===== config.mk =====
export PLATFORM = sky130hd
export DESIGN_NAME = wdog_keyed
export DESIGN_NICKNAME = d
export VERILOG_FILES = /design/src/rtl/wdog_pkg.sv /design/src/rtl/wdog_prescale.sv /design/src/rtl/wdog_chain.sv /design/src/rtl/wdog_keyseq.sv /design/src/rtl/wdog_action.sv /design/src/rtl/wdog_keyed.sv
export SDC_FILE = /design/constraint.sdc
export NUM_CORES = 1
export LEC_CHECK = 0
export BUFFER_PORTS_ARGS = -buffer_cell sky130_fd_sc_hd__buf_2
export CAP_MARGIN = 20
export CORE_UTILIZATION = 50
export CTS_CLUSTER_DIAMETER = 40
export DETAILED_ROUTE_END_ITERATION = 7
export PLACE_DENSITY = 0.68
export SYNTH_ARGS = -nofsm -noshare
export SYNTH_HDL_FRONTEND = slang
export SYNTH_SLANG_ARGS = --single-unit
export TNS_END_PERCENT = 50

===== constraint.sdc =====
create_clock -name clk -period 2.76 [get_ports clk]
set_clock_uncertainty 0.05 [all_clocks]
set_input_delay 0.552 -clock clk [delete_from_list [all_inputs] [get_ports clk]]
set_output_delay 0.552 -clock clk [all_outputs]
set_load 0.02 [all_outputs]

===== src/rtl/wdog_pkg.sv =====
package wdog_pkg;
  localparam logic [7:0] KEY_ARM  = 8'h55;
  localparam logic [7:0] KEY_FIRE = 8'hAA;
  localparam int unsigned TAP_COUNT = 4;

  typedef enum logic {
    ACT_RESET = 1'b0,
    ACT_IRQ   = 1'b1
  } wd_action_e;
endpackage


===== src/rtl/wdog_prescale.sv =====
module wdog_prescale #(
  parameter int unsigned PRE_LOG2 = 9
) (
  input  logic clk,
  input  logic rst_n,
  input  logic run,
  input  logic clr,
  output logic tick
);
  logic [PRE_LOG2-1:0] cnt_q;

  assign tick = run & (&cnt_q);

  always_ff @(posedge clk or negedge rst_n) begin
    if (!rst_n)     cnt_q <= '0;
    else if (clr)   cnt_q <= '0;
    else if (run)   cnt_q <= cnt_q + 1'b1;
  end
endmodule


===== src/rtl/wdog_chain.sv =====
module wdog_chain #(
  parameter int unsigned CHAIN_W = 15
) (
  input  logic       clk,
  input  logic       rst_n,
  input  logic       tick,
  input  logic       clr,
  input  logic [1:0] tap_sel,
  output logic       expire
);
  import wdog_pkg::*;

  logic [CHAIN_W-1:0]   stage_q;
  logic [TAP_COUNT-1:0] full;

  // Tap t watches the low CHAIN_W-6+2t stages.
  for (genvar g = 0; g < TAP_COUNT; g++) begin : g_tap
    localparam int unsigned WIDTH = CHAIN_W - 6 + 2 * g;
    localparam logic [CHAIN_W-1:0] MASK = {CHAIN_W{1'b1}} >> (CHAIN_W - WIDTH);
    assign full[g] = &(stage_q | ~MASK);
  end

  assign expire = tick & full[tap_sel];

  always_ff @(posedge clk or negedge rst_n) begin
    if (!rst_n)          stage_q <= '0;
    else if (clr|expire) stage_q <= '0;
    else if (tick)       stage_q <= stage_q + 1'b1;
  end
endmodule


===== src/rtl/wdog_keyseq.sv =====
module wdog_keyseq #(
  parameter int unsigned ADDR_W   = 4,
  parameter logic [ADDR_W-1:0] SVC_ADDR = '0
) (
  input  logic              clk,
  input  logic              rst_n,
  input  logic              enable,
  input  logic              wr,
  input  logic [ADDR_W-1:0] addr,
  input  logic [7:0]        wdata,
  output logic              restart
);
  import wdog_pkg::*;

  logic armed_q;
  logic hit;

  assign hit     = wr & (addr == SVC_ADDR);
  assign restart = hit & (wdata == KEY_FIRE) & armed_q;

  always_ff @(posedge clk or negedge rst_n) begin
    if (!rst_n)                        armed_q <= 1'b0;
    else if (!enable || restart)       armed_q <= 1'b0;
    else if (hit && wdata == KEY_ARM)  armed_q <= 1'b1;
  end
endmodule


===== src/rtl/wdog_action.sv =====
module wdog_action (
  input  logic clk,
  input  logic rst_n,
  input  logic fire,
  input  logic act_sel,
  input  logic irq_ack,
  output logic rst_req,
  output logic irq_req
);
  import wdog_pkg::*;

  wd_action_e act;
  assign act = wd_action_e'(act_sel);

  always_ff @(posedge clk or negedge rst_n) begin
    if (!rst_n) begin
      rst_req <= 1'b0;
      irq_req <= 1'b0;
    end else begin
      rst_req <= fire & (act == ACT_RESET);
      if (fire && act == ACT_IRQ) irq_req <= 1'b1;
      else if (irq_ack)           irq_req <= 1'b0;
    end
  end
endmodule


===== src/rtl/wdog_keyed.sv =====
module wdog_keyed #(
  parameter int unsigned ADDR_W   = 4,
  parameter logic [ADDR_W-1:0] SVC_ADDR = 4'h7,
  parameter int unsigned PRE_LOG2 = 9,
  parameter int unsigned CHAIN_W  = 15
) (
  input  logic              clk,
  input  logic              rst_n,
  input  logic              bus_wr,
  input  logic [ADDR_W-1:0] bus_addr,
  input  logic [7:0]        bus_wdata,
  input  logic              wd_enable,
  input  logic              pre_sel,
  input  logic [1:0]        tap_sel,
  input  logic              act_sel,
  input  logic              wd_hold,
  input  logic              irq_ack,
  output logic              rst_req,
  output logic              irq_req
);
  logic run, svc_restart, clr, pre_tick, wd_tick, expire, fire;

  assign run     = wd_enable & ~wd_hold;
  assign clr     = svc_restart | ~wd_enable;
  assign wd_tick = run & (pre_sel ? pre_tick : 1'b1);
  assign fire    = expire & ~svc_restart;

  wdog_keyseq #(.ADDR_W(ADDR_W), .SVC_ADDR(SVC_ADDR)) u_key (
    .clk(clk), .rst_n(rst_n), .enable(wd_enable), .wr(bus_wr),
    .addr(bus_addr), .wdata(bus_wdata), .restart(svc_restart)
  );

  wdog_prescale #(.PRE_LOG2(PRE_LOG2)) u_pre (
    .clk(clk), .rst_n(rst_n), .run(run), .clr(clr), .tick(pre_tick)
  );

  wdog_chain #(.CHAIN_W(CHAIN_W)) u_chain (
    .clk(clk), .rst_n(rst_n), .tick(wd_tick), .clr(clr),
    .tap_sel(tap_sel), .expire(expire)
  );

  wdog_action u_act (
    .clk(clk), .rst_n(rst_n), .fire(fire), .act_sel(act_sel),
    .irq_ack(irq_ack), .rst_req(rst_req), .irq_req(irq_req)
  );
endmodule


==> results of run 1 <==
layer usage:
layer	GRT usage	part of all wire	vias up
met3	0.0262	0.045	2
li1	-	-	693
met1	0.271	0.46	695
met4	0.0544	0.0057	0
met5	0	0	-
met2	0.331	0.49	43
power breakdown:
part,leakage (nW),internal [mW],switching [mW]
clock network,0.0150,0.0564,0.114
logic,0.386,0.0251,0.0365
registers,0.375,0.401,0.00667
total,0.776,0.483,0.158
cell usage after synthesis, types with 2 or more instances:
library cell and count:
and4_1 3, mux2i_1 3, nor4bb_1 2, o21ai_0 4, dfrtp_1 27, nor2_1 21
nor3_1 8, and3_1 2, a31oi_1 9, xor2_1 4, inv_1 7, ha_1 4
nand4_1 5, buf_12 2, nand3_1 13, a21oi_1 9, xnor2_1 3, buf_6 2
clkbuf_1 2, nand2_1 26
final cells by class:
class	instances	area [sq um]	share of cell area
Timing Repair Buffer	25	130	0.0736
Sequential cell	27	676	0.382
Tap cell	44	55.1	0.0311
Inverter	7	26.3	0.0149
Clock buffer	4	26.3	0.0149
Multi-Input combinational cell	140	855	0.483
cells in the final DEF (no fill, tap or decap), drive strengths merged, types with 2 or more instances in the layout:
cell type | synthesis | final
dfrtp | 27 | 27
nand2 | 26 | 26
buf | 4 | 25
nor2 | 21 | 21
nand3 | 13 | 13
a21oi | 10 | 10
a31oi | 9 | 9
nor3 | 9 | 9
inv | 7 | 7
nand4 | 6 | 6
o21ai | 5 | 5
xor2 | 4 | 4
ha | 4 | 4
clkbuf | 3 | 4
xnor2 | 3 | 3
mux2i | 3 | 3
and4 | 3 | 3
and3 | 2 | 2
nor4bb | 2 | 2
nor2b | 2 | 2
nor4 | 2 | 2
state kept, by name, indices dropped and copies added (netlist names):
register / flops
u_pre.cnt_q: 9
u_chain.stage_q: 15
u_key.armed_q: 1
u_act.irq_req: 1
u_act.rst_req: 1
cells by family (layout without fill, tap and decap cells):
logic type                 Yosys count  count (layout)
xor gates and xnor gates             7               7
adders and majority gates            4               4
muxes                                3               3
DFF                                 27              27
AOI/OAI and AO/OA                   31              31
and+or+nand+nor                     95              95
buffers and inverters               14              36
worst max-delay path: cells and delay by family (launching register included):
family	cells	cell delay, ns
compound gates	2	0.40
fa+ha+maj	2	0.39
flops	1	0.43
simple gates	4	1.10
final timing paths:
check,endpoint,start,slack (ns)
max in group asynchronous,u_pre.cnt_q[8],rst_n,2.11
min,u_chain.stage_q[6],rst_n,0.16
max,u_act.irq_req,u_chain.stage_q[0],0.35
max reg2reg,u_act.irq_req,u_chain.stage_q[0],0.35
min reg2reg,u_key.armed_q,u_key.armed_q,0.49
min in group clk,u_act.rst_req,act_sel,0.33
through the flow:
step	area [sq um]	setup slack (ns)	util	hold slack [ns]	cells
after global routing	1770	0.140	0.574	0.184	247
after CTS	1770	0.366	0.574	0.186	247
after detailed placement	1740	0.396	0.566	0.452	243
after floorplan	1630	0.728	-	0.206	181
final	1770	0.348	0.574	0.159	247
after global placement	1740	0.463	0.566	0.433	243
==> summary.txt, run 1 <==
Run status
  – Status: complete, no violations

Floorplanning
  – Die height: 59.1 um
  – Starting Density: 0.530
  – Die X: 59.1 um
  – Std cell rows: 20
  – DIE AREA: 3500 sq um
  – IO Count: 24
  – Core area: 3080 sq um

Setup path
  – Critical-path top delay cell: nor3b_2
  – R2R cell count: 8
  – Worst path required time: 2.98 ns
  – Critical Path AT: 2.63 ns
  – CP most frequent cell: ha_1
  – Worst setup SP type: flip-flop
  – Cell breakdown of the critical path: ha_1 -> nand3_1 -> nor2_1 -> ha_1 -> nor3b_2 -> a21oi_2 -> nor3_1 -> a22o_1
  – Crit Path Max Fanout: 13
  – Slowest cell delay on critical path: 0.49 ns
  – Worst setup EP type: flip-flop
  – Crit Path Class: flip-flop to flip-flop

CTS
  – Hold-fix buffers, CTS: 0
  – TritonCTS buffer count: 3
  – Clk sinks: 27
  – Post-CTS setup buffer count: 0
  – Clk buf depth: 2
  – Post-CTS Resized: 0
  – CTS tree: built
  – Clock transition at the registers of the reported paths: 0.15 ns
  – H-tree depth: 1
  – Clock latency on the worst-skew pair: 0.32 ns
  – CTS Root Buffer Type: clkbuf_4

Route
  – Detailed-route vias per instance: 5.80
  – Drt drc: 0
  – Vias post-DR: 1,433
  – Routed WL: 3170 um
  – WL/cell: 12.8 um
  – Post-DRT Antenna Nets: 0
  – First DRT Iteration DRCs: 97
  – First drt pass iteration count: 4

GRT
  – Global-route usage over all layers: 0.199
  – Overflow after GRT: 0
  – Antenna violations before repair: 0
  – Largest net degree at the start of global routing: 28
  – First-pass GRT wire length: 5310 um
  – Vias in the first global route: 1,216

Yosys
  – Largest family of logic cells by synthesized area: simple AND/OR/NAND/NOR gates
  – Total nets after synthesis: 207
  – Mapped Area: 1630 sq um
  – Top_reg_cell synth: dfrtp_1
  – Adder-Cell Fraction of Synth Area: 0.0307
  – Dominant cell type by area after synthesis: dfrtp_1
  – Simple-Gate Fraction of Synth Area: 0.311
  – Share of the synthesized area in the top cell type: 0.414
  – Seq cells post-synth: 27
  – Post-synthesis cell type count: 45
  – Post-Synth XOR/XNOR Area: 0.0376
  – Synth warn: 0
  – Synth top area cells: dfrtp_1 (41%), nand2_1 (6.0%), nor2_1 (4.8%), nand3_1 (4.0%), a31oi_1 (3.5%)
  – Async SR Flop Fraction: 1.00
  – Synth Area in Compound Gates: 0.126
  – Post-synth EDFFs: 0
  – Seq/Total Area, Yosys: 0.414
  – Syn Area/Cell: 9.01 sq um
  – Post-synthesis cell count: 181
  – Mux cell area share after synthesis: 0.0184

Pwr
  – Peak VDD IR: 0.188 mV
  – Total power: 0.640 mW
  – Leak: 0.776 nW
  – Pwr dens: 362 nW/um^2

Timing
  – Worst-Margin Slew: 0.799 ns
  – RSZ-0062 raised after global routing: no
  – Final period demand of the worst path: 2.41 ns
  – Max Clk Rate: 0.415 GHz
  – Final hold violations: 0
  – Total negative slack: 0 ns
  – Final period util: 0.874
  – Max_slew headroom: 0.467
  – Final Max Slew Viols: 0
  – Final setup fails: 0

Placement
  – Final HPWL DP: 2330 um
  – Global placer's final weighted congestion: 0.838
  – Input/output buffers: 23

Cells and area
  – # diodes: 0
  – Final net count: 230
  – Filler Cell Count: 277
  – Layout area overhead: 8.36%
  – Share of layout cells above drive strength 1: 0.182

Run
  – Maxcap violations: 0

Min path
  – Hold Crit Class: input pin to asynchronous set/reset pin
No activity file was read; power rests on OpenSTA's default activity.
==> run 2, diff against run 1 <==
--- a/config.mk
+++ b/config.mk
@@ -5,7 +5,7 @@
 export SDC_FILE = /design/constraint.sdc
 export NUM_CORES = 1
 export LEC_CHECK = 0
-export BUFFER_PORTS_ARGS = -buffer_cell sky130_fd_sc_hd__buf_2
+export BUFFER_PORTS_ARGS = -buffer_cell sky130_fd_sc_hd__clkbuf_2
 export CAP_MARGIN = 20
 export CORE_UTILIZATION = 50
 export CTS_CLUSTER_DIAMETER = 40
==> summary.txt, run 2 (synthesis gave the netlist of run 1 again) <==
Timing
  – Final setup fails: 0
  – Final period demand of the worst path: 2.44 ns
  – Final hold violations: 0
  – RSZ-0062 raised after global routing: no
  – Max Clk Rate: 0.410 GHz
  – Worst-Margin Slew: 0.794 ns
  – Max_slew headroom: 0.471
  – Total negative slack: 0 ns
  – Final period util: 0.883
  – Setup ws final: 0.322 ns
  – Final Max Slew Viols: 0

Setup path
  – Critical Path AT: 2.66 ns
  – Worst setup EP type: flip-flop
  – Worst path required time: 2.98 ns
  – Crit Path Class: flip-flop to flip-flop
  – Cell breakdown of the critical path: ha_1 -> nand3_1 -> nor2_1 -> ha_1 -> nor3b_2 -> a21oi_2 -> nor3_1 -> a22o_1
  – Worst setup SP type: flip-flop
  – Crit Path Max Fanout: 13
  – Critical-path top delay cell: nor3b_2
  – CP Buf/Inv Count: 0
  – Slowest cell delay on critical path: 0.51 ns
  – CP most frequent cell: ha_1
  – Delay-heaviest family, CP: simple AND/OR/NAND/NOR gates

Route
  – Detailed-route vias per instance: 5.52
  – Drt drc: 0
  – Routed WL: 3190 um
  – First DRT Iteration DRCs: 81
  – Vias post-DR: 1,364
  – Post-DRT Antenna Nets: 0
  – First drt pass iteration count: 4
  – WL/cell: 12.9 um

Cells and area
  – Top Registers: u_chain.stage_q x15, u_pre.cnt_q x9
  – Final net count: 230
  – Layout area overhead: 8.36%
  – Most frequent cells in the layout: dfrtp_1 (27), nand2_1 (26), clkbuf_2 (23)
  – Biggest register: u_chain.stage_q
  – Max reg flops: 15
  – Commonest non-fill, non-tap cell in the layout: dfrtp_1
  – # diodes: 0
  – Share of layout cells above drive strength 1: 0.182

Pwr
  – Total power: 0.638 mW
  – Leak: 0.778 nW
  – Pwr dens: 361 nW/um^2
  – Peak VDD IR: 0.193 mV

CTS
  – Clock transition at the registers of the reported paths: 0.15 ns
  – Post-CTS setup buffer count: 0
  – Clock latency on the worst-skew pair: 0.32 ns
  – CTS tree: built
  – Post-CTS Resized: 0
  – Clk buf depth: 2
  – H-tree depth: 1
  – Hold-fix buffers, CTS: 0
  – TritonCTS buffer count: 3
  – Clk sinks: 27
  – CTS Root Buffer Type: clkbuf_4

Placement
  – Pre-CTS WS: 0.357 ns
  – Global placer's final weighted congestion: 0.797
  – Input/output buffers: 23
  – Final HPWL DP: 2380 um

Floorplanning
  – Starting Density: 0.530
  – Std cell rows: 20
  – IO Count: 24
  – DIE AREA: 3500 sq um
  – Die height: 59.1 um
  – Die X: 59.1 um
  – Core area: 3080 sq um

GRT
  – Overflow after GRT: 0
  – Global-route usage over all layers: 0.204
  – Vias in the first global route: 1,342
  – Antenna violations before repair: 0
  – Largest net degree at the start of global routing: 28
  – First-pass GRT wire length: 5510 um

Run status
  – Status: complete, no violations

Run
  – Maxcap violations: 0

Min path
  – Hold Crit Class: input pin to asynchronous set/reset pin
## run 2: cell count changes in the layout (fill, tap and decap cells not counted)
| cell | change |
|---|---|
| buf_2 | -23 |
| clkbuf_2 | +23 |
## run 2: layer usage
metal	vias up	GRT usage	share of wire
li1	691	-	-
met1	645	0.254	0.46
met2	26	0.360	0.50
met3	2	0.0349	0.034
met4	0	0.0578	0.0059
met5	-	0	0
## run 2: layout make-up
type | instances | area [sq um]
Fill cell | 287 | 1310
Sequential cell | 27 | 676
Inverter | 7 | 26.3
Clock buffer | 4 | 26.3
Tap cell | 44 | 55.1
Timing Repair Buffer | 25 | 130
Multi-Input combinational cell | 140 | 855
## run 2: path summary, 6_finish.rpt
kind                                            to  cells after the start          startpoint  slack (ns)
min in group clk                     u_act.rst_req                      2             act_sel        0.35
worst max-delay path                 u_act.irq_req                      8  u_chain.stage_q[0]        0.32
worst max register to register       u_act.irq_req                      8  u_chain.stage_q[0]        0.32
worst min-delay path            u_chain.stage_q[6]                      1               rst_n        0.19
worst min register to register       u_key.armed_q                      2       u_key.armed_q        0.48
max in group asynchronous       u_chain.stage_q[1]                      1               rst_n        2.03
## run 2: power breakdown
| group | total (mW) | switching [mW] | leakage [nW] | internal [mW] |
|---|---|---|---|---|
| Clock | 0.168 | 0.112 | 0.0150 | 0.0564 |
| Combinational | 0.0614 | 0.0363 | 0.388 | 0.0251 |
| Sequential | 0.408 | 0.00682 | 0.375 | 0.401 |
## run 2: per-stage QoR
step	util	instance area, sq um	std cells	hold WS (ns)
after global placement	0.566	1740	243	0.442
after detailed placement	0.566	1740	243	0.445
after CTS	0.574	1770	247	0.215
after floorplan	-	1630	181	0.206
after global routing	0.574	1770	247	0.221
final	0.574	1770	247	0.191
==> run 3, diff against run 2 <==
--- a/config.mk
+++ b/config.mk
@@ -5,12 +5,13 @@
 export SDC_FILE = /design/constraint.sdc
 export NUM_CORES = 1
 export LEC_CHECK = 0
+export ABC_AREA = 1
 export BUFFER_PORTS_ARGS = -buffer_cell sky130_fd_sc_hd__clkbuf_2
 export CAP_MARGIN = 20
 export CORE_UTILIZATION = 50
 export CTS_CLUSTER_DIAMETER = 40
 export DETAILED_ROUTE_END_ITERATION = 7
-export PLACE_DENSITY = 0.68
+export PLACE_DENSITY = 0.67
 export SYNTH_ARGS = -nofsm -noshare
 export SYNTH_HDL_FRONTEND = slang
 export SYNTH_SLANG_ARGS = --single-unit
==> constraint.sdc (replaced) <==
create_clock -name clk -period 2.4 [get_ports clk]
set_clock_uncertainty 0.05 [all_clocks]
set_input_delay 0.48 -clock clk [delete_from_list [all_inputs] [get_ports clk]]
set_output_delay 0.48 -clock clk [all_outputs]
set_load 0.02 [all_outputs]
==> summary.txt, run 3 <==
Cells and area
  – # diodes: 0
  – Max reg flops: 15
  – Layout area overhead: 9.18%
  – Filler Cell Count: 333
  – Commonest non-fill, non-tap cell in the layout: nand2_1
  – Final net count: 296
  – Finished Core Util: 0.580
  – Top Registers: u_chain.stage_q x15, u_pre.cnt_q x9
  – Share of layout cells above drive strength 1: 0.175
  – Most frequent cells in the layout: nand2_1 (73), inv_1 (30), nor2_1 (29)
  – Sequential cell area: 676 sq um
  – Biggest register: u_chain.stage_q
  – Multi-input logic area: 957 sq um

CTS
  – Clock transition at the registers of the reported paths: 0.15 ns
  – CTS tree: built
  – Post-CTS setup buffer count: 0
  – Clk sinks: 27
  – Clock latency on the worst-skew pair: 0.32 ns
  – TritonCTS buffer count: 3
  – Post-CTS Resized: 0
  – CTS Root Buffer Type: clkbuf_4
  – Hold-fix buffers, CTS: 0
  – Clk buf depth: 2
  – H-tree depth: 1

Yosys
  – Cell with the most instances after synthesis: nand2_1
  – Post-synthesis cell type count: 28
  – Post-synthesis cell count: 246
  – Top_reg_cell synth: dfrtp_1
  – Dominant cell type by area after synthesis: dfrtp_1
  – Post-synth top cells: nand2_1 (73), inv_1 (30), nor2_1 (29)
  – Total nets after synthesis: 272
  – Async SR Flop Fraction: 1.00
  – Share of the synthesized area in the top cell type: 0.376
  – Post-synth EDFFs: 0
  – Syn Area/Cell: 7.31 sq um
  – Mapped Area: 1800 sq um
  – Synth warn: 0
  – Synth top area cells: dfrtp_1 (38%), nand2_1 (15%), nand4_1 (7.3%), inv_1 (6.3%), nor2_1 (6.1%)
  – Seq cells post-synth: 27
  – Seq/Total Area, Yosys: 0.376

GRT
  – Largest net degree at the start of global routing: 28
  – Vias in the first global route: 1,411
  – M2 GR Usage: 0.369
  – GR Util met3: 0.0248
  – Overflow after GRT: 0
  – Met1 usage: 0.259
  – Grt peak-use layer: met2
  – First-pass GRT wire length: 5920 um
  – Antenna violations before repair: 0
  – Global-route usage over all layers: 0.202

Placement
  – Global placer's final weighted congestion: 0.807
  – Final HPWL DP: 2590 um
  – Input/output buffers: 23

Route
  – Post-DRT Antenna Nets: 0
  – WL/cell: 11.0 um
  – First DRT Iteration DRCs: 97
  – First drt pass iteration count: 4
  – Routed WL: 3480 um
  – Vias post-DR: 1,564
  – Drt drc: 0
  – Detailed-route vias per instance: 4.97

Timing
  – Hold WS: 0.108 ns
  – Total negative slack: 0 ns
  – Final period util: 0.887
  – Max_slew headroom: 0.453
  – Final setup fails: 0
  – Final Max Slew Viols: 0
  – Worst-Margin Slew: 0.819 ns
  – Final hold violations: 0
  – Final period demand of the worst path: 2.13 ns
  – Max Clk Rate: 0.470 GHz
  – RSZ-0062 raised after global routing: no

Setup path
  – Worst setup EP type: flip-flop
  – Crit Path Max Fanout: 9
  – R2R cell count: 10
  – Critical Path AT: 2.35 ns
  – Delay-heaviest family, CP: simple AND/OR/NAND/NOR gates
  – Cell breakdown of the critical path: ha_1 -> nand2_1 -> nor3b_1 -> and3_1 -> ha_1 -> inv_1 -> a21oi_4 -> buf_4 -> nand4_1 -> nand2_1
  – Crit Path Class: flip-flop to flip-flop
  – Critical path depth: 10
  – FF-to-FF setup slack: 0.27 ns
  – Slowest cell delay on critical path: 0.43 ns
  – Worst setup SP type: flip-flop
  – Critical-path top delay cell: dfrtp_1
  – Worst path required time: 2.62 ns
  – CP Buf/Inv Count: 2

Floorplanning
  – Std cell rows: 21
  – Die height: 62.0 um
  – IO Count: 24
  – Core area: 3390 sq um
  – Die X: 62.0 um
  – DIE AREA: 3840 sq um
  – Starting Density: 0.531

Min path
  – Hold Crit Class: input pin to asynchronous set/reset pin

Pwr
  – P_sw: 0.194 mW
  – Pwr dens: 378 nW/um^2
  – Peak VDD IR: 0.292 mV
  – Combinational fraction of design power: 0.107
  – Clock Power Share: 0.269
  – Int Pwr: 0.548 mW
  – Leak: 1.05 nW
  – Total power: 0.742 mW
  – Sequential share of power: 0.625
  – Switching share of power: 0.261

Run
  – Maxcap violations: 0

Run status
  – Status: complete, no violations
==> run 3: cell types whose count changed in the layout (fill, tap and decap cells not counted), sizes merged, moves of 2 or more <==
cell / before / now
a21oi: 10 / 2
a31oi: 9 / 1
and4: 3 / 0
inv: 7 / 33
mux2i: 3 / 0
nand2: 26 / 78
nand3: 13 / 15
nand4: 6 / 21
nor2: 21 / 37
nor2b: 2 / 0
nor3: 9 / 4
nor4bb: 2 / 0
xor2: 4 / 8
==> run 3: power groups by stage <==
stage	logic, mW	clock network, mW	registers, mW
after floorplan	0.0449	0	0.472
after detailed placement	0.0805	0	0.472
after CTS	0.0806	0.205	0.463
final	0.0791	0.199	0.463
after global routing	0.0910	0.222	0.464
after global placement	0.0804	0	0.472
==> run 3: layout make-up <==
class / instances / share of cell area
well taps: 46 / 0.0293
inverters: 33 / 0.0631
multi-input cells: 181 / 0.487
repair buffers: 24 / 0.0624
clock inverters: 1 / 0.00255
flip-flops and latches: 27 / 0.344
clock buffers: 3 / 0.0115
==> run 3: kinds of logic (layout without fill, tap and decap cells) <==
logic type / count (synthesis) / in the layout / share of synthesized area
compound gates: 8 / 8 / 0.0390
xor+xnor: 11 / 11 / 0.0536
simple gates: 158 / 158 / 0.412
flops: 27 / 27 / 0.376
fa+ha+maj: 4 / 4 / 0.0278
buf+inv: 38 / 61 / 0.0925
==> run 3: worst register-to-register path: cells and delay by family, from the launching register on <==
family                   cells  cell delay [ns]
adder cells (fa/ha/maj)      2             0.31
AND/OR/NAND/NOR              5             0.68
AO/OA/AOI/OAI                1             0.31
buffers and inverters        2             0.29
flip-flops                   1             0.43
==> run 3: metrics by stage <==
stage	instances	area (sq um)	worst slack, ns
finish	315	1960	0.272
global route	315	1960	0.0408
CTS	315	1960	0.253
global placement	311	1940	0.156
floorplan	246	1800	0.547
detailed placement	311	1940	0.117
==> run 3: final timing paths <==
path | from | end
setup / recovery | u_pre.cnt_q[0] | u_chain.stage_q[13]
hold / removal | rst_n | u_chain.stage_q[3]
setup reg to reg | u_pre.cnt_q[0] | u_chain.stage_q[13]
hold reg to reg | u_act.irq_req | u_act.irq_req
max in group asynchronous | rst_n | u_pre.cnt_q[5]
min in group clk | act_sel | u_act.rst_req
==> run 3: metal layers <==
metal  share of wire  routed length (um)
met5               0                   0
met2            0.48                1660
met4          0.0043                  15
met1            0.49                1690
met3           0.032                 111
